**src/rtl/dma_mover.sv**
```systemverilog
module dma_mover #(
  parameter int AW = 16,
  parameter int DW = 8,
  parameter int CW = 8
) (
  input  logic          clk,
  input  logic          rst_n,
  input  logic          cfg_we,
  input  logic [1:0]    cfg_sel,
  input  logic [AW-1:0] cfg_wdata,
  input  logic          dreq,
  output logic          breq,
  input  logic          back,
  output logic [AW-1:0] addr_out,
  output logic          addr_oe,
  input  logic [DW-1:0] data_in,
  output logic [DW-1:0] data_out,
  output logic          data_oe,
  output logic          rd_n,
  output logic          wr_n,
  output logic          done
);

  localparam logic [1:0] SEL_IO  = 2'd0;
  localparam logic [1:0] SEL_MEM = 2'd1;
  localparam logic [1:0] SEL_CNT = 2'd2;

  typedef enum logic [1:0] {S_IDLE, S_REQ, S_RD, S_WR} state_t;

  state_t        st_q, st_d;
  logic [AW-1:0] io_q, mem_q;
  logic [CW-1:0] cnt_q;
  logic [DW-1:0] hold_q;
  logic          done_q;

  wire idle    = (st_q == S_IDLE);
  wire cfg_ok  = cfg_we && idle;
  wire last_wr = (cnt_q == CW'(1));

  always_comb begin
    st_d = st_q;
    case (st_q)
      S_IDLE: if (dreq && cnt_q != '0) st_d = S_REQ;
      S_REQ:  if (!dreq) st_d = S_IDLE;
              else if (back) st_d = S_RD;
      S_RD:   st_d = S_WR;
      S_WR:   if (last_wr || !dreq) st_d = S_IDLE;
              else if (back) st_d = S_RD;
              else st_d = S_REQ;
      default: st_d = S_IDLE;
    endcase
  end

  always_ff @(posedge clk or negedge rst_n) begin
    if (!rst_n) begin
      st_q   <= S_IDLE;
      io_q   <= '0;
      mem_q  <= '0;
      cnt_q  <= '0;
      hold_q <= '0;
      done_q <= 1'b0;
    end else begin
      st_q <= st_d;
      if (cfg_ok && cfg_sel == SEL_IO)  io_q <= cfg_wdata;
      if (cfg_ok && cfg_sel == SEL_MEM) mem_q <= cfg_wdata;
      if (cfg_ok && cfg_sel == SEL_CNT) begin
        cnt_q  <= cfg_wdata[CW-1:0];
        done_q <= 1'b0;
      end
      if (st_q == S_RD) hold_q <= data_in;
      if (st_q == S_WR) begin
        mem_q <= mem_q + AW'(1);
        cnt_q <= cnt_q - CW'(1);
        if (last_wr) done_q <= 1'b1;
      end
    end
  end

  assign breq     = !idle;
  assign addr_oe  = (st_q == S_RD) || (st_q == S_WR);
  assign data_oe  = (st_q == S_WR);
  assign rd_n     = !(st_q == S_RD);
  assign wr_n     = !(st_q == S_WR);
  assign addr_out = (st_q == S_WR) ? mem_q : io_q;
  assign data_out = hold_q;
  assign done     = done_q;

  // strobes exclusive and single-cycle
  a_r5_no_overlap: assert property (@(posedge clk) disable iff (!rst_n)
    !(!rd_n && !wr_n));
  a_r5_rd_one: assert property (@(posedge clk) disable iff (!rst_n)
    !rd_n |=> rd_n);
  a_r5_wr_one: assert property (@(posedge clk) disable iff (!rst_n)
    !wr_n |=> wr_n);
  // a write always follows a read
  a_r4_wr_after_rd: assert property (@(posedge clk) disable iff (!rst_n)
    !rd_n |=> !wr_n && data_oe);
  // no bus drive without request, first read only after grant
  a_r2_drive_needs_req: assert property (@(posedge clk) disable iff (!rst_n)
    (addr_oe || data_oe) |-> breq);
  a_r3_grant_before_read: assert property (@(posedge clk) disable iff (!rst_n)
    (!rd_n && $past(rd_n) && $past(wr_n)) |-> $past(back));
  // address advances per write
  a_r6_addr_step: assert property (@(posedge clk) disable iff (!rst_n)
    !wr_n |=> mem_q == $past(mem_q) + AW'(1));
  // release with request
  a_r7_release: assert property (@(posedge clk) disable iff (!rst_n)
    $fell(breq) |-> !addr_oe && !data_oe && rd_n && wr_n);
  // done means nothing left
  a_r9_done_empty: assert property (@(posedge clk) disable iff (!rst_n)
    done |-> cnt_q == '0);
  // empty count never requests the bus
  a_r11_no_req_empty: assert property (@(posedge clk) disable iff (!rst_n)
    (idle && cnt_q == '0) |=> !breq);

endmodule

```
**config.mk**
```make
export PLATFORM = sky130hd
export DESIGN_NAME = dma_mover
export DESIGN_NICKNAME = d
export VERILOG_FILES = /design/src/rtl/dma_mover.sv
export SDC_FILE = /design/constraint.sdc
export NUM_CORES = 1
export LEC_CHECK = 0
export ABC_AREA = 1
export BUFFER_PORTS_ARGS = -buffer_cell sky130_fd_sc_hd__buf_2
export CAP_MARGIN = 20
export CORE_UTILIZATION = 55
export DETAILED_ROUTE_END_ITERATION = 7
export PLACE_DENSITY_LB_ADDON = 0.3
export SETUP_SLACK_MARGIN = 0.5
export SLEW_MARGIN = 20
export SYNTH_ARGS = -nofsm -noshare
export SYNTH_HDL_FRONTEND = slang
export SYNTH_SLANG_ARGS = --single-unit
```
**constraint.sdc**
```tcl
create_clock -name clk -period 1.68 [get_ports clk]
set_clock_uncertainty 0.1 [all_clocks]
set_input_delay 0.084 -clock clk [delete_from_list [all_inputs] [get_ports clk]]
set_output_delay 0.084 -clock clk [all_outputs]
set_load 0.01 [all_outputs]
```
-- Word level (Yosys, flattened, before mapping)
Cells that the tools add are included.
- register bits after elaboration: 51
- bits of input ports: 31
- output and inout port bits: 30
- logic and storage cells: 47
- add/sub/neg operators: 2
- equality and inequality tests: 8
- mux-type cells: 14
- reduce and logical (&&, ||, !) cells: 17
- operators with widths (cell ; number):
    $mux W16 ; 3
    $add A16 B1 Y16 const B ; 1
    $mux W8 ; 2
    $mux W2 ; 5
    $eq A8 B1 Y1 const B ; 1
    $pmux W2 S4 ; 1
    $reduce_bool A8 Y1 ; 1
    $sub A8 B1 Y8 const B ; 1
    $eq A2 B2 Y1 const B ; 3
    $logic_and A1 B1 Y1 ; 5
    $eq A2 B1 Y1 const B ; 2
    $logic_not A1 Y1 ; 4
    $logic_not A2 Y1 ; 2
    $reduce_bool A2 Y1 ; 2
    $mux W1 ; 3
    $ne A3 B3 Y1 const B ; 1
    $logic_or A1 B1 Y1 ; 2
    $ne A2 B1 Y1 const B ; 1
    $reduce_and A2 Y1 ; 1

-- Logic depth before layout (Yosys ltp)
Gate-level depths: netlist (run 1).
- word-level depth: 6
- gate-level depth with buffers: 8

-- Least setup slack after synthesis (run 1)
Ideal clock, no wire load.
- path kind: register -> register
- start point: register st_q[1]
- end point: register io_q[5]
- setup time: 125 ps
- data arrival time: 1185 ps
- required time: 1455 ps
- setup slack: 270 ps
- stages on the path, launching flop included: 7
- path buffers: 1
- period minus slack after synthesis: 1410 ps
- cells stage by stage: dfrtp_1 > inv_2 > nand2_2 > nor2_4 > nand2_2 > buf_4 > mux2_4
- longest elaborated chain between the ends: 3
- RTL lines (what ; RTL line ; source):
    start: declaration ; 30 ; state_t st_q, st_d;
    start signal: assignment ; 63 ; st_q <= st_d;
    $logic_not A2 Y1 ; 36 ; wire idle = (st_q == S_IDLE);
    $logic_and A1 B1 Y1 ; 37 ; wire cfg_ok = cfg_we && idle;
    $logic_and A1 B1 Y1 ; 64 ; if (cfg_ok && cfg_sel == SEL_IO) io_q <= cfg_wdata;
    end signal: assignment ; 64 ;
    end: declaration ; 31 ; logic [AW-1:0] io_q, mem_q;
Every way passes these cells.
A chain may end at the register's enable or synchronous reset.

-- Worst setup path after layout (run 1)
- start point: register mem_q[0]
- end point: register mem_q[10]
- longest elaborated chain between the ends: 2
- RTL lines (what ; RTL line ; source):
    start: declaration ; 31 ;
    start signal: assignment ; 65 ; if (cfg_ok && cfg_sel == SEL_MEM) mem_q <= cfg_wdata;
    start signal: assignment ; 72 ; mem_q <= mem_q + AW'(1);
    $add A16 B1 Y16 ; 72 ;
    $mux W16 ; 71 ; if (st_q == S_WR) begin
Every way passes these cells.

==> run_results.csv, run 1 <==
group,metric,value,unit
critical_path,startpoint,"mem_q[0]$_DFFE_PN0P_",
clock_network,cts_root_buffer,"clkbuf_8",
synthesis,synth_seq_cells,51,
grt,globalRoute.totalOverflow,0,
critical_path,crit_fanout,4,
synthesis,yosys.area.top_type,"dfrtp_1",
grt,grt_pass1_wl,14.09,mm
critical_path,cp.arrival,1.93,ns
cells_and_area,fin_cells,581,
floorplanning,pin_count,61,
power_and_ir_drop,totalPowerFinal,9.305,mW
drt,route.detailed.drc,19,
clock_network,clock_path_buffers,2,
place,place_area,3523,um2
drt,num_vias,4004,
critical_path,critPathLaunchType,"flip-flop",
timing,period_share,1.089,
drt,drtPass1Iterations,8,
place,portBuffers,60,
critical_path,path_common_cell,"nand2_1",
synthesis,netlist_top_cells_area,"dfrtp_1 43%, nand2_1 14%, nor2_1 6.8%, mux2_4 6.1%, nand3_1 4.4%",
floorplanning,rows,26,
critical_path,required,1.78,ns
cells_and_area,fillCellCount,126,
timing,timing.setup.tns,-0.8058,ns
synthesis,syn_area,2969,um2
cells_and_area,diodes,0,
drt,viasPerCell,6.892,
timing,worst_slack,-0.1495,ns
synthesis,synth_top_area_share,0.4298,
synthesis,ys_warn_count,0,
floorplanning,core_area,5140,um2
grt,track_usage,0.3366,
timing,fmax,546.6,MHz
timing,drv_slew,0,
critical_path,worst-path-stages,8,
cells_and_area,syn_to_final_growth,65.15,%
floorplanning,die_w,75.48,um
run_status,violations,"DRC, setup timing",
power_and_ir_drop,ir_drop,1.153,mV
grt,grt_max_degree,34,
critical_path,crit_slowest_cell,"dfrtp_2",
grt,grt_pass1_vias,3039,
synthesis,synth_nets,415,
timing,rsz0062_at_grt,"yes",
critical_path,critPathKind,"reg2reg",
cells_and_area,regArea,1284,um2
clock_network,cts_tree,"done",
cells_and_area,multi_input_area,1996,um2
drt,drt-wirelength-per-cell,25.92,um
cells_and_area,final_common_cell,"nand2_1",
critical_path,slowest_delay,0.45,ns
power_and_ir_drop,p_leak,2.399,nW
clock_network,cts.sinks,51,
power_and_ir_drop,p_per_area,1898,nW/um2
cells_and_area,nets,544,
drt,ant_nets,0,
job,drv_cap,0,
timing,fin_crit,1.830,ns
synthesis,yosysSeqAreaShare,0.4298,
critical_path,crit_buf_inv,0,
worst_hold_path,worstHoldPathType,"in2async",
critical_path,path_delay_family,"simple AND/OR/NAND/NOR gates",
run_status,status,"finished, violations left",
cells_and_area,stdcell_area,4903,um2
critical_path,timing.rr.start,"mem_q[0]$_DFFE_PN0P_",
clock_network,clkLatencyLatePin,0.32,ns
floorplanning,fp.dieH,75.48,um
timing,whs,0.1662,ns
place,hpwl,5.235,mm
floorplanning,dieArea,5696,um2
place,placedCellCount,506,
clock_network,cts_made_buffers,5,
critical_path,endpoint_kind,"flip-flop",
drt,initialDrtViolationCount,869,
timing,slew_headroom,0.6653,
timing,setup_viol,23,
clock_network,clkSlewWorstSetupHoldPaths,0.11,ns
critical_path,crit_chain,"ha_2, nand2_2, nor2_4, nand2_1, nand2_4, nand3_2, nand2_1, nand2_1",
clock_network,htree_levels,2,
floorplanning,start_util,0.5777,
critical_path,reg2reg_depth,8,
synthesis,synthCells,381,
drt,routed_wl,15.06,mm
cells_and_area,mostFrequentLayoutCells,"77 x nand2_1, 52 x buf_2, 45 x dfrtp_1",
timing,worstMarginPinSlew,0.5021,ns
timing,hold_violations,0,
grt,antenna_found_initial,0,
synthesis,syn_area_per_cell,7.793,um2
synthesis,netlist-cell-type-count,29,
place,routabilityCongestion,0.9280,
cells_and_area,layout-drive-gt1-share,0.4834,
[metal layers]
layer,GRT usage,vias to the layer above,wire length [um],share of wire
met4,0.1173,0,1478,0.098
met1,0.4249,1782,4878,0.32
li1,-,1500,-,-
met5,0,-,0,0
met2,0.5635,515,6551,0.43
met3,0.08730,207,2153,0.14
[what timing repair did]
| item | 4_1_cts | 5_1_grt |
|---|---|---|
| buffers inserted | 15 | 20 |
| pin swaps | 4 | 23 |
| endpoints found under the hold margin | 49 | 1 |
| gates cloned | 2 | 3 |
| gates resized for setup | 29 | 133 |
| hold buffers | 26 | 1 |
| endpoints found under the setup margin | 71 | 72 |
[worst paths after layout]
kind | to | slack, ns
setup reg to reg | mem_q[10]$_DFFE_PN0P_ | -0.15
setup / recovery | mem_q[10]$_DFFE_PN0P_ | -0.15
min in group clk | done$_DFF_PN0_ | 0.17
hold / removal | mem_q[3]$_DFFE_PN0P_ | 0.17
hold reg to reg | data_out[2]$_DFFE_PN0P_ | 0.43
max in group asynchronous | mem_q[2]$_DFFE_PN0P_ | 0.71
[cell usage after synthesis]
cell type,number
a21oi_1,3
a31oi_1,2
buf_2,5
buf_4,4
buf_6,4
clkbuf_1,1
dfrtp_1,51
ha_1,3
inv_1,33
inv_2,4
mux2_2,8
mux2_4,12
nand2_1,110
nand2_2,5
nand3_1,26
nand3_2,2
nand4_1,7
nor2_1,54
nor2_2,1
nor2_4,1
nor3_1,2
o2111ai_1,1
o211ai_1,5
o21a_1,1
o21ai_0,15
o21ai_1,17
o22ai_1,1
xnor2_1,1
xor2_1,2
[through the flow]
| step | setup WS (ns) | utilization |
|---|---|---|
| global placement | 0.2380 | 0.6855 |
| detailed placement | 0.1365 | 0.6855 |
| global route | -0.1744 | 0.9540 |
| floorplan | 0.2850 | - |
| finish | -0.1495 | 0.9540 |
| CTS | 0.06579 | 0.8123 |
[sequential cells by signal (all words and copies together) (netlist names)]
name	cells
cnt_q	8
data_out	8
done	1
io_q	16
mem_q	16
st_q	2
[cell families (layout without fill, tap and decap cells)]
group / after synthesis / count (layout) / synth area share
and+or+nand+nor: 208 / 208 / 0.2925
DFF: 51 / 51 / 0.4298
buffers and inverters: 51 / 181 / 0.08175
AOI/OAI and AO/OA: 45 / 45 / 0.08344
muxes: 20 / 20 / 0.09102
adders and majority gates: 3 / 3 / 0.01264
xor gates and xnor gates: 3 / 3 / 0.008851
[layout make-up]
type | count | area share
clock buffers | 6 | 0.01684
clock inverters | 2 | 0.003317
inverters | 37 | 0.03547
multi-input cells | 279 | 0.4070
flip-flops and latches | 51 | 0.2618
well taps | 70 | 0.01786
repair buffers | 136 | 0.2577
[where the power goes]
group | internal (mW) | switching [mW]
sequential | 1.84 | 0.839
combinational | 2.64 | 3.19
clock | 0.338 | 0.456
[worst register-to-register path, delay by kind of cell (launching register included)]
family	cells	cell delay, ns
flops	1	0.45
simple gates	7	0.93
fa+ha+maj	1	0.24
No activity file was read; power rests on OpenSTA's default activity.
==> run 2: changes to the inputs <==
--- a/config.mk
+++ b/config.mk
@@ -11,7 +11,6 @@
 export CORE_UTILIZATION = 55
 export DETAILED_ROUTE_END_ITERATION = 7
 export PLACE_DENSITY_LB_ADDON = 0.3
-export SETUP_SLACK_MARGIN = 0.5
 export SLEW_MARGIN = 20
 export SYNTH_ARGS = -nofsm -noshare
 export SYNTH_HDL_FRONTEND = slang
==> constraint.sdc (replaced) <==
create_clock -name clk -period 1.8 [get_ports clk]
set_clock_uncertainty 0.1 [all_clocks]
set_input_delay 0.09 -clock clk [delete_from_list [all_inputs] [get_ports clk]]
set_output_delay 0.09 -clock clk [all_outputs]
set_load 0.01 [all_outputs]
==> run 2 against run 1 <==
Compared with the run above:
- the run ends with hold timing left
- clock power down 6.8%
- final cell count fell by 7.2%
- first-iteration DRC count shrank 72%
- sequential cell count unchanged
- via count fell by 29%
- total power fell by 38%
- die area did not move
- critical path depth fell by 2
- wire length down 51%
- highest routed layer unchanged
==> run_results.csv, run 2 (same netlist as run 1, synthesis figures left out) <==
group,metric,value,unit
grt,antenna_found_initial,0,
drt,ant_nets,0,
place,place_area,3331,um2
run_status,status,"finished, violations left",
clock_network,cts_made_buffers,5,
timing,worstMarginPinSlew,0.4245,ns
floorplanning,rows,26,
grt,grt_max_degree,36,
timing,rsz0062_at_grt,"yes",
timing,whs,-0.001963,ns
cells_and_area,mostFrequentLayoutCells,"110 x nand2_1, 60 x buf_2, 54 x nor2_1",
power_and_ir_drop,switchingPower,2.465,mW
place,portBuffers,60,
critical_path,endpoint_kind,"output pin",
place,post-place-ws,0.1581,ns
drt,num_vias,2832,
critical_path,cp.arrival,1.52,ns
critical_path,required,1.61,ns
floorplanning,fp.dieH,75.48,um
power_and_ir_drop,p_leak,1.917,nW
critical_path,crit_buf_inv,3,
grt,globalRoute.totalOverflow,0,
cells_and_area,regArea,1277,um2
clock_network,cts.sinks,51,
place,routabilityCongestion,0.8917,
floorplanning,core_area,5140,um2
floorplanning,die_w,75.48,um
drt,drt-wirelength-per-cell,13.56,um
power_and_ir_drop,power_frac_seq,0.376,
critical_path,slowest_delay,0.43,ns
critical_path,path_delay_family,"buffers and inverters",
clock_network,clkLatencyLatePin,0.31,ns
timing,hold_violations,1,
power_and_ir_drop,swShare,0.4253,
power_and_ir_drop,p_per_area,1555,nW/um2
cells_and_area,multi_input_area,1450,um2
clock_network,cts_tree,"done",
drt,route.detailed.drc,0,
floorplanning,dieArea,5696,um2
power_and_ir_drop,power.internal,3.331,mW
critical_path,startpoint,"st_q[0]$_DFFE_PN0P_",
cells_and_area,stdcell_area,3729,um2
critical_path,critPathLaunchType,"flip-flop",
drt,viasPerCell,5.254,
clock_network,clock_path_buffers,2,
timing,slew_headroom,0.7170,
cells_and_area,syn_to_final_growth,25.58,%
cells_and_area,diodes,0,
timing,fmax,586.0,MHz
critical_path,crit_fanout,16,
clock_network,clkSlewWorstSetupHoldPaths,0.09,ns
power_and_ir_drop,totalPowerFinal,5.796,mW
cells_and_area,final_common_cell,"nand2_1",
grt,track_usage,0.2783,
critical_path,timing.rr.start,"st_q[1]$_DFFE_PN0P_",
drt,drtPass1Iterations,5,
clock_network,htree_levels,2,
cells_and_area,layout-drive-gt1-share,0.2367,
cells_and_area,top_regs,"io_q (16), mem_q (16)",
place,hpwl,4.934,mm
drt,routed_wl,7.310,mm
cells_and_area,nets,502,
critical_path,critPathKind,"reg2out",
timing,fin_crit,1.706,ns
critical_path,crit_slowest_cell,"dfrtp_1",
floorplanning,start_util,0.5777,
timing,worst_slack,0.09354,ns
clock_network,cts_root_buffer,"clkbuf_8",
cells_and_area,fin_util,0.7254,
timing,period_share,0.9480,
drt,initialDrtViolationCount,245,
grt,grt_pass1_wl,11.83,mm
timing,drv_slew,0,
timing,setup_viol,0,
timing,timing.setup.tns,0,ns
critical_path,crit_chain,"nand2_2, inv_4, buf_12, nand2_1, o21a_1, buf_2",
job,drv_cap,0,
worst_hold_path,hold_start,"cfg_wdata[2]",
power_and_ir_drop,ir_drop,0.9850,mV
run_status,violations,"hold timing",
power_and_ir_drop,clkPwrFrac,0.128,
power_and_ir_drop,power_frac_comb,0.496,
floorplanning,pin_count,61,
worst_hold_path,worstHoldPathType,"in2reg",
cells_and_area,fillCellCount,441,
grt,grt_pass1_vias,2704,
-- run 2: power by group through the flow --
stage | logic (mW) | clock network, mW | registers, mW
2_1_floorplan | 1.96 | 0 | 2.12
3_3_place_gp | 2.65 | 0 | 2.15
3_5_place_dp | 2.74 | 0 | 2.17
4_1_cts | 2.80 | 0.746 | 2.16
5_1_grt | 3.26 | 0.790 | 2.25
6_report | 2.88 | 0.740 | 2.18
-- run 2: final cells by class --
class | instances | share of cell area
multi-input combinational | 279 | 0.3889
timing repair buffer | 94 | 0.1792
inverter | 37 | 0.03792
sequential | 51 | 0.3426
clock buffer | 7 | 0.02584
clock inverter | 1 | 0.002013
tap | 70 | 0.02349
-- run 2: what timing repair did --
| action | 4_1_cts | 5_1_grt |
|---|---|---|
| buffers inserted | 0 | 1 |
| gates resized for setup | 0 | 4 |
| endpoints found under the setup margin | 0 | 14 |
| endpoints found under the hold margin | 76 | 0 |
| hold buffers | 25 | 0 |
-- run 2: worst paths after layout --
kind / end / slack, ns / cells after the start
setup / recovery: addr_out[3] / 0.09 / 6
hold / removal: cnt_q[2]$_DFFE_PN0P_ / -0.002 / 3
setup reg to reg: mem_q[9]$_DFFE_PN0P_ / 0.12 / 6
hold reg to reg: done$_DFF_PN0_ / 0.40 / 2
max in group asynchronous: st_q[1]$_DFFE_PN0P_ / 0.93 / 3
min in group asynchronous: cnt_q[6]$_DFFE_PN0P_ / 0.14 / 2
-- run 2: per-stage QoR --
stage / std cells / hold WS, ns
2_1_floorplan: 381 / -0.3056
3_3_place_gp: 504 / -0.04732
3_5_place_dp: 504 / -0.04609
4_1_cts: 537 / 0.002883
5_1_grt: 539 / 0.02320
6_report: 539 / -0.001963
-- run 2: routing by layer --
metal / vias to the layer above / GRT usage / share of wire
li1: 1401 / - / -
met1: 1331 / 0.3654 / 0.45
met2: 93 / 0.4782 / 0.49
met3: 7 / 0.04762 / 0.058
met4: 0 / 0.07613 / 0.0096
met5: - / 0 / 0
-- run 2: worst reg2reg max path, cell delays in order (launching register included) --
cell and delay, ns:
dfrtp_2 0.45, nor2_1 0.19, nand3_2 0.15, nand2_2 0.32
nand2_1 0.15, o21ai_1 0.15, nand2_1 0.06
==> run 3: changes to the inputs <==
--- a/config.mk
+++ b/config.mk
@@ -10,7 +10,7 @@
 export CAP_MARGIN = 20
 export CORE_UTILIZATION = 55
 export DETAILED_ROUTE_END_ITERATION = 7
-export PLACE_DENSITY_LB_ADDON = 0.3
+export PLACE_DENSITY = 0.8
 export SLEW_MARGIN = 20
 export SYNTH_ARGS = -nofsm -noshare
 export SYNTH_HDL_FRONTEND = slang
==> run 3 against run 2 <==
Compared with the run above:
- the flow still finishes with violations (hold timing)
- maximum frequency rose by 1.7%
- first-iteration DRC count rose by 3.3%
- final cell count rose by 0.74%
- utilization rose by 1.0 points
- total power rose by 4.3%
- design area rose by 1.4%
- die area did not move
- via count fell by 0.39%
- clock power rose by 29%
- wire length rose by 0.38%
- largest cell class unchanged
- largest power group unchanged
==> run_results.csv, run 3 (same netlist as run 1, synthesis figures left out) <==
group,metric,value,unit
timing,drv_slew,0,
clock_network,cts_tree,"done",
grt,grt_pass1_wl,12.32,mm
run_status,violations,"hold timing",
place,routabilityCongestion,0.8914,
grt,use_met2,0.4692,
drt,initialDrtViolationCount,253,
critical_path,r2r_slack,0.12,ns
grt,grt_max_degree,31,
drt,drt-wirelength-per-cell,13.51,um
critical_path,startpoint,"st_q[0]$_DFFE_PN0P_",
timing,worstMarginPinSlew,0.5468,ns
floorplanning,rows,26,
floorplanning,start_util,0.5777,
power_and_ir_drop,p_leak,1.944,nW
cells_and_area,syn_to_final_growth,27.39,%
cells_and_area,nets,506,
grt,globalRoute.totalOverflow,0,
cells_and_area,mostFrequentLayoutCells,"110 x nand2_1, 60 x buf_2, 51 x nor2_1",
timing,timing.setup.tns,0,ns
run_status,status,"finished, violations left",
worst_hold_path,worstHoldPathType,"in2reg",
grt,track_usage,0.2857,
timing,hold_violations,1,
clock_network,cts_made_buffers,5,
power_and_ir_drop,clkPwrFrac,0.158,
worst_hold_path,hold_start,"dreq",
drt,routed_wl,7.338,mm
critical_path,cp.arrival,1.77,ns
place,placedCellCount,507,
floorplanning,fp.dieH,75.48,um
grt,use_met3,0.04762,
cells_and_area,top_regs,"io_q (16), mem_q (16)",
timing,rsz0062_at_grt,"no",
floorplanning,dieArea,5696,um2
critical_path,crit_fanout,17,
drt,num_vias,2821,
place,portBuffers,60,
clock_network,htree_levels,2,
cells_and_area,final_common_cell,"nand2_1",
timing,fmax,596.0,MHz
critical_path,endpoint_kind,"flip-flop",
critical_path,critPathKind,"reg2reg",
clock_network,clkSlewWorstSetupHoldPaths,0.10,ns
power_and_ir_drop,ir_drop,0.9241,mV
floorplanning,core_area,5140,um2
timing,setup_viol,0,
cells_and_area,diodes,0,
power_and_ir_drop,power_frac_seq,0.364,
timing,whs,-0.001228,ns
drt,viasPerCell,5.195,
job,drv_cap,0,
clock_network,clkLatencyLatePin,0.31,ns
timing,slew_headroom,0.6354,
floorplanning,pin_count,61,
power_and_ir_drop,p_per_area,1599,nW/um2
power_and_ir_drop,power_frac_comb,0.479,
critical_path,timing.rr.start,"st_q[0]$_DFFE_PN0P_",
grt,grt_pass1_vias,2664,
grt,grt_use_met1,0.4033,
grt,antenna_found_initial,0,
drt,drtPass1Iterations,5,
drt,route.detailed.drc,0,
timing,period_share,0.9322,
critical_path,critPathLaunchType,"flip-flop",
critical_path,r2r_end,"io_q[3]$_DFFE_PN0P_",
clock_network,cts.sinks,51,
floorplanning,die_w,75.48,um
power_and_ir_drop,power.internal,3.545,mW
critical_path,crit_end,"io_q[3]$_DFFE_PN0P_",
critical_path,reg2reg_depth,7,
cells_and_area,fin_cells,543,
cells_and_area,layout-drive-gt1-share,0.2579,
clock_network,clock_path_buffers,2,
critical_path,required,1.89,ns
power_and_ir_drop,swShare,0.4137,
timing,fin_crit,1.678,ns
place,hpwl,4.982,mm
drt,ant_nets,0,
cells_and_area,fin_util,0.7359,
power_and_ir_drop,switchingPower,2.502,mW
grt,grt_busiest_layer,"met2",
clock_network,cts_root_buffer,"clkbuf_8",
## run 3: critical path, cell delays in order (launching register included)
cell and delay (ns):
dfrtp_2 0.45, buf_4 0.15, inv_2 0.07, nand2_2 0.08, nor2_4 0.11, nand2_2 0.05
buf_4 0.22, mux2_4 0.32
## run 3: worst min-delay path by stage
stage	endpoint	slack (ns)	depth (start not counted)
after floorplan	cnt_q[0]$_DFFE_PN0P_	-0.31	0
after global placement	data_out[1]$_DFFE_PN0P_	0.005	1
after detailed placement	data_out[1]$_DFFE_PN0P_	0.004	1
after CTS	io_q[2]$_DFFE_PN0P_	0.003	3
after global routing	io_q[2]$_DFFE_PN0P_	0.03	3
final	st_q[1]$_DFFE_PN0P_	-0.001	3
## run 3: stage by stage
step	worst slack, ns	instance area [um2]	total power, mW
2_1_floorplan	0.3896	2969	4.080
3_3_place_gp	0.3077	3341	4.810
3_5_place_dp	0.2485	3341	4.910
4_1_cts	0.02605	3737	5.940
5_1_grt	0.02338	3782	6.567
6_report	0.1221	3782	6.047
## run 3: layout make-up
| type | instances | area, um2 |
|---|---|---|
| Clock inverter | 3 | 67.56 |
| Tap cell | 70 | 87.58 |
| Clock buffer | 5 | 68.82 |
| Fill cell | 419 | 1358 |
| Multi-Input combinational cell | 279 | 1475 |
| Inverter | 37 | 138.9 |
| Timing Repair Buffer | 98 | 664.4 |
| Sequential cell | 51 | 1280 |
## run 3: routing by layer
metal | part of all wire | vias to the layer above
met5 | 0 | -
met1 | 0.46 | 1286
met2 | 0.47 | 122
met4 | 0.011 | 0
li1 | - | 1403
met3 | 0.058 | 10
## run 3: timing repair
| item | CTS | global route |
|---|---|---|
| hold endpoints to repair | 47 | 0 |
| resized for setup | 0 | 12 |
| buffers inserted | 0 | 3 |
| setup endpoints to repair | 0 | 6 |
| hold buffers | 26 | 0 |
## run 3: power by group through the flow
stage / Clock (mW) / Combinational (mW) / Sequential (mW)
finish: 0.953 / 2.89 / 2.20
global route: 1.01 / 3.29 / 2.27
CTS: 0.971 / 2.82 / 2.15
detailed placement: 0 / 2.75 / 2.16
global placement: 0 / 2.67 / 2.14
floorplan: 0 / 1.96 / 2.12
